## config.mk

```make
export PLATFORM = sky130hd
export DESIGN_NAME = cbm_top
export DESIGN_NICKNAME = d
export VERILOG_FILES = /design/src/rtl/cbm_pkg.sv /design/src/rtl/cbm_jtag_route.sv /design/src/rtl/cbm_power_seq.sv /design/src/rtl/cbm_reset_ctl.sv /design/src/rtl/cbm_top.sv
export SDC_FILE = /design/constraint.sdc
export NUM_CORES = 1
export LEC_CHECK = 0
export ABC_CLOCK_PERIOD_IN_PS = 2900
export BUFFER_PORTS_ARGS = -buffer_cell sky130_fd_sc_hd__buf_2
export CORE_UTILIZATION = 29
export CTS_CLUSTER_DIAMETER = 30
export DETAILED_ROUTE_END_ITERATION = 6
export PLACE_DENSITY_LB_ADDON = 0.25
export SYNTH_ARGS = -nofsm -noshare
export SYNTH_HDL_FRONTEND = slang
export SYNTH_HIERARCHICAL = 1
export SYNTH_SLANG_ARGS = --single-unit
```

## constraint.sdc

```tcl
create_clock -name clk -period 2.9 [get_ports clk]
set_input_delay 0.58 -clock clk [delete_from_list [all_inputs] [get_ports clk]]
set_output_delay 0.58 -clock clk [all_outputs]
set_load 0.02 [all_outputs]
```

## src/rtl/cbm_pkg.sv

```systemverilog
package cbm_pkg;
    typedef enum logic [1:0] {
        PS_WAIT_MOD  = 2'd0,
        PS_WAIT_MEZZ = 2'd1,
        PS_ON        = 2'd2
    } pwr_phase_e;

    localparam logic [2:0] VSEL_1V8 = 3'b001;
endpackage

```

## src/rtl/cbm_jtag_route.sv

```systemverilog
module cbm_jtag_route (
    input  logic sw_jtag_n,
    input  logic sw_m1,
    input  logic sw_m2,
    input  logic host_tck,
    input  logic host_tms,
    input  logic host_tdi,
    output logic host_tdo,
    output logic mod_tck,
    output logic mod_tms,
    output logic mod_tdi,
    input  logic mod_tdo,
    output logic cpld_mode
);
    logic to_module;

    always_comb begin
        to_module = ~sw_jtag_n;
        if (to_module) begin
            mod_tck  = host_tck;
            mod_tms  = host_tms;
            mod_tdi  = host_tdi;
            host_tdo = mod_tdo;
        end else begin
            // park the module TAP: clock low, TMS high keeps it in reset
            mod_tck  = 1'b0;
            mod_tms  = 1'b1;
            mod_tdi  = 1'b0;
            host_tdo = 1'b1;
        end
        cpld_mode = to_module & sw_m1 & sw_m2;
    end
endmodule

```

## src/rtl/cbm_power_seq.sv

```systemverilog
module cbm_power_seq
    import cbm_pkg::*;
#(
    parameter int PWR_DLY  = 65536,
    parameter int MEZZ_DLY = 65536
) (
    input  logic clk,
    input  logic rst_n,
    output logic mod_en,
    output logic mezz_en
);
    localparam int MAXD = (PWR_DLY > MEZZ_DLY) ? PWR_DLY : MEZZ_DLY;
    localparam int CW   = $clog2(MAXD + 1);
    localparam logic [CW-1:0] MOD_LAST  = CW'(PWR_DLY - 1);
    localparam logic [CW-1:0] MEZZ_LAST = CW'(MEZZ_DLY - 1);

    typedef struct packed {
        pwr_phase_e    phase;
        logic [CW-1:0] cnt;
        logic          mod_en;
        logic          mezz_en;
    } seq_t;

    seq_t seq_d, seq_q;

    always_comb begin
        seq_d = seq_q;
        case (seq_q.phase)
            PS_WAIT_MOD: begin
                if (seq_q.cnt == MOD_LAST) begin
                    seq_d.phase  = PS_WAIT_MEZZ;
                    seq_d.cnt    = '0;
                    seq_d.mod_en = 1'b1;
                end else begin
                    seq_d.cnt = seq_q.cnt + 1'b1;
                end
            end
            PS_WAIT_MEZZ: begin
                if (seq_q.cnt == MEZZ_LAST) begin
                    seq_d.phase   = PS_ON;
                    seq_d.cnt     = '0;
                    seq_d.mezz_en = 1'b1;
                end else begin
                    seq_d.cnt = seq_q.cnt + 1'b1;
                end
            end
            default: seq_d.cnt = '0;
        endcase
    end

    always_ff @(posedge clk or negedge rst_n) begin
        if (!rst_n) seq_q <= '{phase: PS_WAIT_MOD, cnt: '0, mod_en: 1'b0, mezz_en: 1'b0};
        else        seq_q <= seq_d;
    end

    assign mod_en  = seq_q.mod_en;
    assign mezz_en = seq_q.mezz_en;


    mezz_after_mod_chk: assert property (@(posedge clk) disable iff (!rst_n)
        mezz_en |-> mod_en);


    mod_en_sticky_chk: assert property (@(posedge clk) disable iff (!rst_n)
        mod_en |=> mod_en);


    mezz_rise_phase_chk: assert property (@(posedge clk) disable iff (!rst_n)
        $rose(mezz_en) |-> $past(seq_q.phase) == PS_WAIT_MEZZ);
endmodule

```

## src/rtl/cbm_reset_ctl.sv

```systemverilog
module cbm_reset_ctl #(
    parameter int DEB_CYC  = 16384,
    parameter int HOLD_CYC = 1024
) (
    input  logic clk,
    input  logic rst_n,
    input  logic btn,
    input  logic pwr_ok,
    output logic mod_rst_n
);
    localparam int DW = $clog2(DEB_CYC + 1);
    localparam int HW = $clog2(HOLD_CYC + 1);
    localparam logic [DW-1:0] DEB_LAST  = DW'(DEB_CYC - 1);
    localparam logic [HW-1:0] HOLD_LAST = HW'(HOLD_CYC - 1);

    typedef struct packed {
        logic [1:0]    sync;
        logic          stable;
        logic [DW-1:0] dcnt;
        logic [HW-1:0] hcnt;
        logic          hold_done;
        logic          rst_n_out;
    } rc_t;

    rc_t rc_d, rc_q;

    always_comb begin
        rc_d      = rc_q;
        rc_d.sync = {rc_q.sync[0], btn};
        if (rc_q.sync[1] != rc_q.stable) begin
            if (rc_q.dcnt == DEB_LAST) begin
                rc_d.stable = rc_q.sync[1];
                rc_d.dcnt   = '0;
            end else begin
                rc_d.dcnt = rc_q.dcnt + 1'b1;
            end
        end else begin
            rc_d.dcnt = '0;
        end
        if (pwr_ok && !rc_q.hold_done) begin
            if (rc_q.hcnt == HOLD_LAST) rc_d.hold_done = 1'b1;
            else                        rc_d.hcnt      = rc_q.hcnt + 1'b1;
        end
        rc_d.rst_n_out = rc_q.hold_done & ~rc_q.stable;
    end

    always_ff @(posedge clk or negedge rst_n) begin
        if (!rst_n) rc_q <= '0;
        else        rc_q <= rc_d;
    end

    assign mod_rst_n = rc_q.rst_n_out;


    rst_needs_power_chk: assert property (@(posedge clk) disable iff (!rst_n)
        mod_rst_n |-> pwr_ok);


    deb_accept_chk: assert property (@(posedge clk) disable iff (!rst_n)
        !$stable(rc_q.stable) |-> rc_q.stable == $past(rc_q.sync[1]));
endmodule

```

## src/rtl/cbm_top.sv

```systemverilog
module cbm_top
    import cbm_pkg::*;
#(
    parameter int         PWR_DLY  = 65536,
    parameter int         MEZZ_DLY = 65536,
    parameter int         DEB_CYC  = 16384,
    parameter int         HOLD_CYC = 1024,
    parameter logic [2:0] VSEL_DEF = 3'b010
) (
    input  logic       clk,
    input  logic       rst_n,
    input  logic       sw_jtag_n,
    input  logic       sw_m1,
    input  logic       sw_m2,
    input  logic       host_tck,
    input  logic       host_tms,
    input  logic       host_tdi,
    output logic       host_tdo,
    output logic       mod_tck,
    output logic       mod_tms,
    output logic       mod_tdi,
    input  logic       mod_tdo,
    output logic       cpld_upd_mode,
    input  logic       btn_rst,
    input  logic       sd_present,
    output logic       boot_sd,
    output logic [2:0] vsel,
    output logic       mod_pwr_en,
    output logic       mezz_pwr_en,
    output logic       mod_rst_n,
    input  logic       bridge_rx,
    output logic       mod_uart_rx,
    input  logic       mod_uart_tx,
    output logic       bridge_tx
);
    logic cpld_mode;

    cbm_jtag_route u_jtag (
        .sw_jtag_n (sw_jtag_n),
        .sw_m1     (sw_m1),
        .sw_m2     (sw_m2),
        .host_tck  (host_tck),
        .host_tms  (host_tms),
        .host_tdi  (host_tdi),
        .host_tdo  (host_tdo),
        .mod_tck   (mod_tck),
        .mod_tms   (mod_tms),
        .mod_tdi   (mod_tdi),
        .mod_tdo   (mod_tdo),
        .cpld_mode (cpld_mode)
    );

    cbm_power_seq #(.PWR_DLY(PWR_DLY), .MEZZ_DLY(MEZZ_DLY)) u_pwr (
        .clk     (clk),
        .rst_n   (rst_n),
        .mod_en  (mod_pwr_en),
        .mezz_en (mezz_pwr_en)
    );

    cbm_reset_ctl #(.DEB_CYC(DEB_CYC), .HOLD_CYC(HOLD_CYC)) u_rst (
        .clk       (clk),
        .rst_n     (rst_n),
        .btn       (btn_rst),
        .pwr_ok    (mod_pwr_en),
        .mod_rst_n (mod_rst_n)
    );

    assign cpld_upd_mode = cpld_mode;
    assign vsel          = cpld_mode ? VSEL_1V8 : VSEL_DEF;
    assign boot_sd       = sd_present;
    assign mod_uart_rx   = bridge_rx;
    assign bridge_tx     = mod_uart_tx;


    cpld_rail_chk: assert property (@(posedge clk) disable iff (!rst_n)
        cpld_upd_mode |-> vsel == VSEL_1V8);


    park_chk: assert property (@(posedge clk) disable iff (!rst_n)
        sw_jtag_n |-> (!mod_tck && mod_tms && !cpld_upd_mode));


    pass_chk: assert property (@(posedge clk) disable iff (!rst_n)
        !sw_jtag_n |-> (mod_tck == host_tck && host_tdo == mod_tdo));
endmodule

```

==> results of run 1 <==
## placed cells by master, fill, tap and decap left out, types with 3 or more instances in the layout
cell      instances
dfrtp_1          52
nor2_1           38
xnor2_1          22
buf_2            19
nand2_1          13
xor2_1           12
inv_1            11
nand3_1          11
nand4_1          10
nor4_1            7
clkbuf_8          5
nor3_1            4
or2_1             3
and4_1            3
ha_1              3
a31oi_1           3
## registers in the layout (all words and copies together) (netlist names)
name and flops:
u_rst/rc_q 29, u_pwr/mod_en 1, u_rst/rc_d 1, u_pwr/seq_q 19, u_pwr/mezz_en 1, u_rst/mod_rst_n 1
## power breakdown
part           leakage [µW]  internal [µW]  switching [µW]
clock network     0.0000404            171             248
logic              0.000478           17.1            32.4
registers          0.000705            729            4.56
total               0.00122            918             285
## cell type report
type                    count  area [µm²]  share of cell area, %
flip-flops and latches     52        1301                  46.68
clock inverters             3       23.77                 0.8528
repair buffers             20       115.1                  4.129
well taps                 105       131.4                  4.713
clock buffers               5       68.82                  2.469
inverters                  11       41.29                  1.481
multi-input cells         163        1106                  39.68
## cells by family (layout without fill, tap and decap cells)
logic type | Yosys count | in the layout
AND/OR/NAND/NOR | 109 | 109
flip-flops | 52 | 52
XOR/XNOR | 34 | 34
buffers and inverters | 19 | 39
AO/OA/AOI/OAI | 14 | 14
adder cells (fa/ha/maj) | 3 | 3
multiplexers | 2 | 2
other | 1 | 1
## per-layer routing
layer | part of all wire [%] | vias to the layer above | routed length [µm] | global-route usage, %
met4 | 1.2 | 0 | 53 | 3.030
met5 | 0 | - | 0 | 0
li1 | - | 834 | - | -
met2 | 43 | 27 | 1839 | 16.37
met3 | 4.0 | 5 | 171 | 3.270
met1 | 52 | 773 | 2230 | 14.14
## critical path, stage by stage, from the launching register on
cell	delay, ps
dfrtp_1	400
ha_1	250
nand3_4	130
or3_4	390
o31ai_4	520
nor2_1	110
## stage by stage
step | utilization, % | instances | hold slack [ps] | setup WS (ps) | area [µm²]
after floorplan | - | 234 | 284.4 | 1195 | 2524
after global placement | 32.47 | 351 | 334.1 | 997.8 | 2695
after detailed placement | 32.47 | 351 | 336.4 | 943.7 | 2695
after CTS | 33.59 | 359 | 292.6 | 942.7 | 2788
after global routing | 33.59 | 359 | 317.3 | 800.8 | 2788
final | 33.59 | 359 | 268.6 | 974.5 | 2788
## final timing paths
kind	slack, ps	end	start	cells past startpoint
setup reg to reg	970	u_rst/rc_q[23]	u_rst/rc_q[13]	5
hold reg to reg	340	u_rst/rc_q[30]	u_rst/rc_d[30]	0
hold / removal	270	u_pwr/seq_q[14]	rst_n	1
max in group asynchronous	2070	u_rst/rc_q[27]	rst_n	2
min in group clk	340	u_rst/rc_q[30]	u_rst/rc_d[30]	0
setup / recovery	970	u_rst/rc_q[23]	u_rst/rc_q[13]	5
==> results.txt, run 1 <==
Sorting the synthesized cells by area gives the leading types as dfrtp_1, xnor2_1, nor2_1. The die is 95.29 µm wide. The worst pin sits at a relative slew slack of 59.45%. The net count after synthesis was 250. Count of pins over their slew limit: 0.

Of the available clock period, the critical path in the final layout requires 66.40%. The clock tree root driver cell was clkbuf_8. The tools report the netlist area before placement as 0.002524 mm². The setup fix buffers added after clock tree synthesis is 0. Setup repair after global routing left no endpoint under its margin. The number of maximum-capacitance violations is 0, and the maximum clock frequency is 519.3 MHz. The count of flip-flops with a built-in enable after synthesis was 0. For this block, the initial DRC count from the detailed router was 68. In the routed design, unresolved DRC markers number 0. IR analysis of the VDD net gives a maximum drop of 0.2371 mV. Mux contribution to synthesized area: 0.8924%. Summing the sequential cell areas from Yosys gives 51.56% of the chip area. In the synthesized netlist, the number of instances is 234.

Setup violations remaining at the end of the flow were counted as 0. In the global route stage, overall resource usage came out at 10.56%. The floorplan step defined a die boundary enclosing 0.009079 mm². The worst setup path is launched from a flip-flop. The total power draw came out at 1203 µW. At the pin with the least slew margin, the transition time is 608.3 ps.

For the worst setup path, the data required time is 3070 ps. The count of hold buffers inserted by post-cts repair is 0. From synthesis to final layout, the design area changed by 10.46%. Summed over all layers, the routed wires come to 4296 µm. The area share of the largest cell type after synthesis was 51.56%; the clock insertion delay at the later pin of the skew report was 310 ps.

In the synthesized netlist the dominant register cell turns out to be dfrtp_1. The number of fill cells is 854, and the row count is 33. The run gives 17.36 ps as the post-route clock skew. Number of storage elements in the synthesis netlist: 52. The post-synthesis share of cell area spent on full adders, half adders and majority gates works out to 1.487%. The flow ran to the end, and the final reports show no timing, DRC or antenna violations. Entering global routing, the biggest net connects 28 pins. Most common cell in the synthesized netlist: dfrtp_1. After clock tree synthesis, the clock-pin slew on the worst setup and hold paths is 100 ps. The Yosys step of the flow raised 6 warnings. The signal arrival time at the worst endpoint is 2100 ps. Average vias per placed instance: 4.565. The number of antenna diodes in the final layout is 0.

Input and output buffers added on the ports amount to 19. The worst hold path belongs to the class input port to async pin. The sum of overflow across all layers after global routing is 0.

The number of buffers created by CTS came out at 5. In this run the deepest clock path goes through 2 buffers. Gates resized during post-CTS repair numbered 0. The floorplan step set the die height to 95.29 µm. The critical path in this run is classified as flip-flop to flip-flop. The tools report the placeable core region as 0.008299 mm². The run gives 0 as the initial antenna violation count.

By area, the combinational part of the netlist is dominated by simple AND/OR/NAND/NOR gates. The share of synthesized cell area in and, or, nand and nor gates was 25.04%. The total via count after detailed routing was 1639. The kind of end point of the critical path was a flip-flop.

For the total half-perimeter wirelength after legalization and detailed placement, the log shows 3007 µm. TritonCTS built the clock tree. After routing, the total negative slack on setup checks comes to 0 ps. The post-synthesis cell type count is 46, and the reported leakage power is 0.001224 µW.

The logs give 0 for the final antenna-violating net count and 0 for the hold violation count in the final report. The top-level port count came out at 27. After the last flow step, the layout net total stands at 269. The power density over cell area is 431.6 mW/mm², and the number of detailed-routing iterations run before antenna repair is 4.

The wire length per cell after detailed routing is 11.97 µm, and the first-pass GRT wire length is 7424 µm. Of all cell types, the one taking the most synthesized area is dfrtp_1. The final weighted congestion of routability-driven global placement is 0.7042, and the number of H-tree branching levels is 2. Compound-cell area share of the yosys netlist: 4.462%. Along the worst path, the maximum fanout reaches 12. The xor/xnor cell area share of the yosys netlist is 11.80%, and the clock net sink count is 52. The post-route minimum period came out at 1926 ps. In the final layout, the share of cells above drive strength 1 is 17.72%.

In the synthesized netlist the async set-or-reset flop fraction comes to 100.0%. Sorting the synthesized cells by how often they occur yields dfrtp_1, nor2_1, xnor2_1. The logs give 1620 for the via count of the first global-routing pass and 30.41% for the effective utilization at floorplan.

The mean post-synth cell area is 10.78 µm².
No activity file was read; power rests on OpenSTA's default activity.
==> run 2, diff against run 1 <==
--- a/config.mk
+++ b/config.mk
@@ -5,7 +5,8 @@
 export SDC_FILE = /design/constraint.sdc
 export NUM_CORES = 1
 export LEC_CHECK = 0
-export ABC_CLOCK_PERIOD_IN_PS = 2900
+export ABC_AREA = 1
+export ABC_CLOCK_PERIOD_IN_PS = 1730
 export BUFFER_PORTS_ARGS = -buffer_cell sky130_fd_sc_hd__buf_2
 export CORE_UTILIZATION = 29
 export CTS_CLUSTER_DIAMETER = 30
==> constraint.sdc (replaced) <==
create_clock -name clk -period 1.73 [get_ports clk]
set_input_delay 0.346 -clock clk [delete_from_list [all_inputs] [get_ports clk]]
set_output_delay 0.346 -clock clk [all_outputs]
set_load 0.02 [all_outputs]
==> run 2 against run 1 <==
  * Critical endpoint is now u_rst/rc_q[26]
  * Critical path depth rose by 1
  * Synthesized area is 8.6% higher
  * Clock power grew 120%
  * Sequential share of layout area decreased by 4.4 points
  * Largest power group unchanged
  * Count of clock-buffer cells in the layout up 2
==> results.txt, run 2 <==
At the worst endpoint, the arrival time is 1680 ps. At the later pin of the worst-skew pair, clock insertion delay measures 300 ps. Yosys printed 6 warnings.

For the via count of the first global-routing pass, the log shows 1970. For the worst-case register-to-register setup slack, the log shows 250 ps. Row generation in the floorplan step produced 35 rows.

For this run the aggregate overflow at the end of global routing stands at 0. The number of H-tree branching levels was 2; the final number of setup-violating endpoints was 0. The slowest stage of the critical path belongs to the cell dfrtp_1.

For the number of maximum-capacitance violations, the log shows 0. Across the whole layout, storage elements account for 0.001301 mm². After floorplanning, the core was sized to cover 0.009196 mm².

The critical path is of the flip-flop to flip-flop type. The die is 99.21 µm tall. TritonCTS built the clock tree. Detailed placement finished with a half-perimeter wire length of 3584 µm. When the netlist entered floorplanning its net count stood at 343. In the final layout, the share of cells above drive strength 1 is 16.62%. Setup repair after global routing left no endpoint under its margin. Clock tree root driver cell: clkbuf_8.

For the post-synthesis cell count, the log shows 327. The post-place instance area is 0.002953 mm². The largest registers in the layout are u_rst/rc_q: 29 flops, u_pwr/seq_q: 19 flops.

The die span in x came out at 99.21 µm. In the routed design, unresolved DRC markers number 0. The wire length per cell after detailed routing came out at 10.78 µm. After the first detailed-routing iteration, the DRC count stood at 45.

In this run, CTS created clock tree buffers numbering 5. In the synthesized netlist the async set-or-reset flop fraction comes to 100.0%. STA classifies the critical path endpoint as a flip-flop. Each instance of the synthesized netlist takes up on average 8.380 µm². Across the routed clock network, the largest skew measured is 9.842 ps. The sequential fraction of the synthesis area came out at 47.49%.

The run finished with clean final reports. The run gives 4 as the number of detailed-routing iterations run before antenna repair. The type of the most critical hold path was input port to async pin. The most used flip-flop cell after synthesis is dfrtp_1. Synthesis inferred 52 register bits. In this run, post-CTS hold repair placed 0 buffers. The commonest cells after synthesis are nand2_1, nor2_1, dfrtp_1. The count of nets after finishing is 364.

The die covers 0.009842 mm². Counting along the longest clock path gives a buffer depth of 2. Across all layers, the routed design uses 1982 vias.

The count of pins over their slew limit was 0. The aggregate routed wire length is 4957 µm. The tree built by TritonCTS fans out to 52 sinks. By area the synthesized netlist is led by dfrtp_1, nand2_1, nor2_1. The cell accounting for the most synthesized area was dfrtp_1. The largest driver fanout on the critical path works out to 8.

The number of flip-flops in the largest register works out to 29. Counting flops per register, the top entry is u_rst/rc_q. The tools report the top-level port count as 27. The area share of the largest cell type after synthesis is 47.49%, and the overall global routing resource usage is 11.29%. VDD sags by at most 0.3809 mV. The most common cell in the synthesized netlist was nand2_1. The hold violation count in the final report is 0, and the post-route non-filler standard cell count is 460. The clock-pin transition on the worst setup and hold timing paths was 100 ps. After routing the design area is 0.003079 mm².

The count of buffers inserted at the top-level ports came out at 19. Entering global routing, the biggest net connects 53 pins. Required time reported for the critical path endpoint: 1920 ps. The count of inserted antenna diode cells came out at 0. The first global-routing pass estimated 8935 µm of wire. For this configuration, the core starts out at a cell density of 29.80%. In this run, synthesis inferred 0 flip-flops with an integrated enable. Leaving out fill and tap cells, the most frequent cells in the layout are nand2_1, nor2_1, dfrtp_1. The power density over cell area is 720.6 mW/mm².

The number of gates resized after CTS was 0. The tools report the footprint of the multi-input gates as 0.001271 mm². The most common cell after layout, fill and taps aside is nand2_1. The congestion estimate from routability-driven global placement came to 0.7647.

The maximum clock frequency came out at 673.8 MHz. The routed design could run at a clock period as short as 1484 ps. Final cycle utilization of the critical path: 85.79%. Number of fill cells: 953. For the initial antenna violation count, the log shows 0. Post-CTS timing repair inserted 0 buffers for setup. In this design, the stage delay of the slowest critical-path cell is 420 ps.

The critical path goes through ha_1 > nand3_2 > nor2_4 > nand2_4 > o21ai_4 > nor2_1. The analysis attributes to cell leakage a power of 0.001452 µW. The average vias per placed instance works out to 4.309.

The netlist area before placement came out at 0.002740 mm². STA classifies the critical path startpoint as a flip-flop. The count of nets left with antenna violations once routing finished came out at 0. The number of placed instances, taps included, is 452.

The post-synthesis cell type count was 33; the accumulated negative setup slack was 0 ps. Relative to the synthesized area, the layout overhead comes to 12.37%.
[run 2: path summary, 6_finish.rpt]
path                                start              end  cells after the start
min in group clk                  btn_rst   u_rst/rc_d[30]                      1
setup / recovery           u_rst/rc_q[13]   u_rst/rc_q[26]                      6
max in group asynchronous           rst_n  u_pwr/seq_q[17]                      2
hold reg to reg            u_rst/rc_d[30]   u_rst/rc_q[30]                      0
hold / removal                      rst_n   u_rst/rc_q[14]                      2
setup reg to reg           u_rst/rc_q[13]   u_rst/rc_q[26]                      6
[run 2: per-stage QoR]
stage | hold slack [ps] | util, % | setup slack (ps) | power, µW
after floorplan | 50.41 | - | 422.9 | 1300
after global placement | 343.6 | 32.11 | 292.0 | 1340
after detailed placement | 346.4 | 32.11 | 254.4 | 1341
after CTS | 29.25 | 33.48 | 225.4 | 2266
after global routing | 37.98 | 33.48 | 120.8 | 2309
final | 12.45 | 33.48 | 245.8 | 2219
[run 2: logic make-up after synthesis]
| family | count (synthesis) | synth area share [%] |
|---|---|---|
| AO/OA/AOI/OAI | 14 | 3.516 |
| flip-flops | 52 | 47.49 |
| AND/OR/NAND/NOR | 195 | 34.02 |
| adder cells (fa/ha/maj) | 3 | 1.370 |
| XOR/XNOR | 23 | 7.352 |
| buffers and inverters | 39 | 6.119 |
| other | 1 | 0.1369 |
[run 2: final cells by class]
type	instances	area share [%]
Clock buffer	7	3.129
Multi-Input combinational cell	236	41.28
Timing Repair Buffer	20	3.738
Clock inverter	1	0.9752
Tap cell	111	4.510
Sequential cell	52	42.26
Inverter	33	4.104
[run 2: worst max-delay path: cells and delay by family (launching register included)]
family / cells / cell delay [ps]
fa+ha+maj: 1 / 220
compound gates: 1 / 240
flops: 1 / 420
simple gates: 4 / 500
[run 2: layer usage]
metal / track usage (%) / up-vias / part of all wire [%]
li1: - / 1051 / -
met1: 14.82 / 903 / 50
met2: 18.75 / 24 / 46
met3: 2.389 / 4 / 2.7
met4: 3.394 / 0 / 0.81
met5: 0 / - / 0
[run 2: where the power goes]
| group | internal (µW) | switching [µW] |
|---|---|---|
| clock | 511 | 395 |
| sequential | 1220 | 6.19 |
| combinational | 27.2 | 56.8 |
| total | 1760 | 458 |
==> run 3, diff against run 2 <==
--- a/config.mk
+++ b/config.mk
@@ -8,6 +8,8 @@
 export ABC_AREA = 1
 export ABC_CLOCK_PERIOD_IN_PS = 1730
 export BUFFER_PORTS_ARGS = -buffer_cell sky130_fd_sc_hd__buf_2
+export CELL_PAD_IN_SITES_DETAIL_PLACEMENT = 0
+export CELL_PAD_IN_SITES_GLOBAL_PLACEMENT = 1
 export CORE_UTILIZATION = 29
 export CTS_CLUSTER_DIAMETER = 30
 export DETAILED_ROUTE_END_ITERATION = 6
==> run 3 against run 2 <==
  * Worst setup slack lost 4.4 ps
  * Clock power shrank 1%
  * Largest cell class unchanged
  * Total power shrank 0.34%
  * Largest power group unchanged
  * Via count grew 2.3%
  * Sequential share of layout area shrank 0.069 points
  * Die area is the same
  * Clock skew grew 3.8 ps
  * Final cell count grew 0.22%
==> results.txt, run 3 (synthesis results as in run 2) <==
Entering global routing, the biggest net connects 38 pins. For the setup fix buffers added after clock tree synthesis, the log shows 0. Counting flops per register, the top entry is u_rst/rc_q. The tools report the maximum clock frequency as 671.8 MHz.

The reported leakage power was 0.001453 µW. The logs give 2 for the number of H-tree branching levels and 0 for the number of maximum-capacitance violations. The power density over cell area is 716.9 mW/mm², and the final antenna-violating net count is 0. In this run the deepest clock path goes through 2 buffers.

STA classifies the critical path endpoint as a flip-flop. The number of buffers and inverters on the critical path is 0. The post-route minimum period works out to 1489 ps. At the end of routability-driven placement, the weighted congestion stood at 0.7344.

The count of hold buffers inserted by post-cts repair is 1, and the die extent in y is 99.21 µm. The number of flip-flops in the largest register came out at 29. The largest registers in the layout are u_rst/rc_q: 29 flops, u_pwr/seq_q: 19 flops. The initial antenna violation count was 0; the effective utilization at floorplan was 29.80%. For the worst setup path, the data arrival time is 1680 ps.

The accumulated negative setup slack was 0 ps. The critical path goes through ha_1 > nand3_2 > nor2_4 > nand2_4 > o21ai_4 > nor2_1. The logs give 0 for the final number of setup-violating endpoints and 5 for the number of buffers created by CTS.

The hold violation count in the final report came out at 0. The number of cells on the worst reg-to-reg path was 6. The largest individual stage delay along the critical path comes from the cell dfrtp_1. Broken down by cell family, the worst path's largest delay share belongs to simple AND/OR/NAND/NOR gates. The top cell types in the final layout, fill and taps aside, are nand2_1, nor2_1, dfrtp_1.

The via count of the first global-routing pass was 1937. The tree is rooted in a clkbuf_8. The category of the most critical setup path was flip-flop to flip-flop.

The area growth from synthesis to layout is 12.56%. The worst setup path is launched from a flip-flop. The first global-routing pass estimated 8935 µm of wire. For this run the aggregate overflow at the end of global routing stands at 0. The share of cells above drive strength 1 was 16.57%; the count of nets after finishing was 365. For the worst hold slack across all endpoints, the log shows 127.0 ps. The number of cells traversed by the worst hold path came out at 1. The number of cells on the critical path is 6, and the count of pins over their slew limit is 0. Post-route clock skew: 13.69 ps. The final layout contains routed wiring with a total length of 5020 µm. Type of the most critical hold path: input port to flip-flop. Global routing consumed, over all layers together, 11.23% of the routing resources.

The most common cell after layout, fill and taps aside is nand2_1. The logs give 0 for the post-detailed-route DRC marker count and 0.002953 mm² for the post-place instance area. The clock-pin transition on the worst setup and hold timing paths was 110 ps; the count of buffers inserted at the top-level ports was 19.

The tools report the total via count after detailed routing as 2028. Setup repair after global routing left no endpoint under its margin. Row generation in the floorplan step produced 35 rows. The die area is 0.009842 mm², and the number of detailed-routing iterations run before antenna repair is 4.

The highest cell delay on the worst timing path is 420 ps. The final cycle utilization of the critical path was 86.05%; the final instance area was 0.003084 mm². The clock insertion delay at the later pin of the skew report is 310 ps. The placeable core region was 0.009196 mm².

The logs give 240 ps for the worst-case register-to-register setup slack and 27 for the top-level port count. In this run, the number of DRC markers left after iteration 0 of detailed routing was 59. TritonCTS built the clock tree. The worst IR drop on VDD was 0.3131 mV; the count of inserted antenna diode cells was 0. Detailed placement ended at an HPWL of 3676 µm. The wire length per cell after detailed routing is 10.89 µm. Largest driver fanout on the critical path: 8. The clock net sink count is 52. The logs give 1920 ps for the required time reported for the critical path endpoint and 0 for the count of cells resized by post-cts repair. The average vias per placed instance works out to 4.399. The flow ran to the end, and the final reports show no timing, DRC or antenna violations. The die span in x works out to 99.21 µm.
## run 3: cell count changes in the layout (fill, tap and decap cells not counted), sizes merged
cell	change
clkbuf	-1
clkinv	+1
dlygate4sd3	+1
## run 3: area by class of cell
| cell class | count | area, µm² |
|---|---|---|
| clock inverter | 2 | 38.79 |
| clock buffer | 6 | 82.58 |
| sequential | 52 | 1301 |
| fill | 968 | 6112 |
| multi-input combinational | 236 | 1271 |
| tap | 111 | 138.9 |
| timing repair buffer | 21 | 125.1 |
| inverter | 33 | 126.4 |
## run 3: final timing paths
check	from	to
worst min register to register	u_rst/rc_d[30]	u_rst/rc_q[30]
min in group asynchronous	rst_n	u_pwr/seq_q[2]
worst max-delay path	u_rst/rc_q[13]	u_rst/rc_q[22]
worst min-delay path	btn_rst	u_rst/rc_d[30]
max in group asynchronous	rst_n	u_rst/rc_q[7]
worst max register to register	u_rst/rc_q[13]	u_rst/rc_q[22]
## run 3: per-stage QoR
step	power (µW)	std cells	utilization [%]	setup WS (ps)
after floorplan	1300	327	-	422.9
after global placement	1341	452	32.11	276.5
after detailed placement	1341	452	32.11	250.5
after CTS	2259	461	33.54	233.7
after global routing	2311	461	33.54	110.4
final	2211	461	33.54	241.4
## run 3: where the power goes
group          total, µW  switching, µW  internal [µW]
clock                897            423            474
sequential          1230           6.18           1220
combinational       85.7           57.4           28.3
total               2210            487           1720
## run 3: layer usage
| metal | part of all wire, % | wire [µm] | GRT usage, % | vias to the layer above |
|---|---|---|---|---|
| met2 | 45 | 2271 | 18.06 | 36 |
| met4 | 0.30 | 15 | 3.620 | 0 |
| met5 | 0 | 0 | 0 | - |
| met1 | 51 | 2571 | 15.00 | 942 |
| met3 | 3.2 | 162 | 2.530 | 2 |
| li1 | - | - | - | 1048 |
## run 3: worst reg2reg max path: cells and delay by family (launching register included)
family | cells | cell delay, ps
simple gates | 4 | 480
flops | 1 | 420
compound gates | 1 | 260
fa+ha+maj | 1 | 220
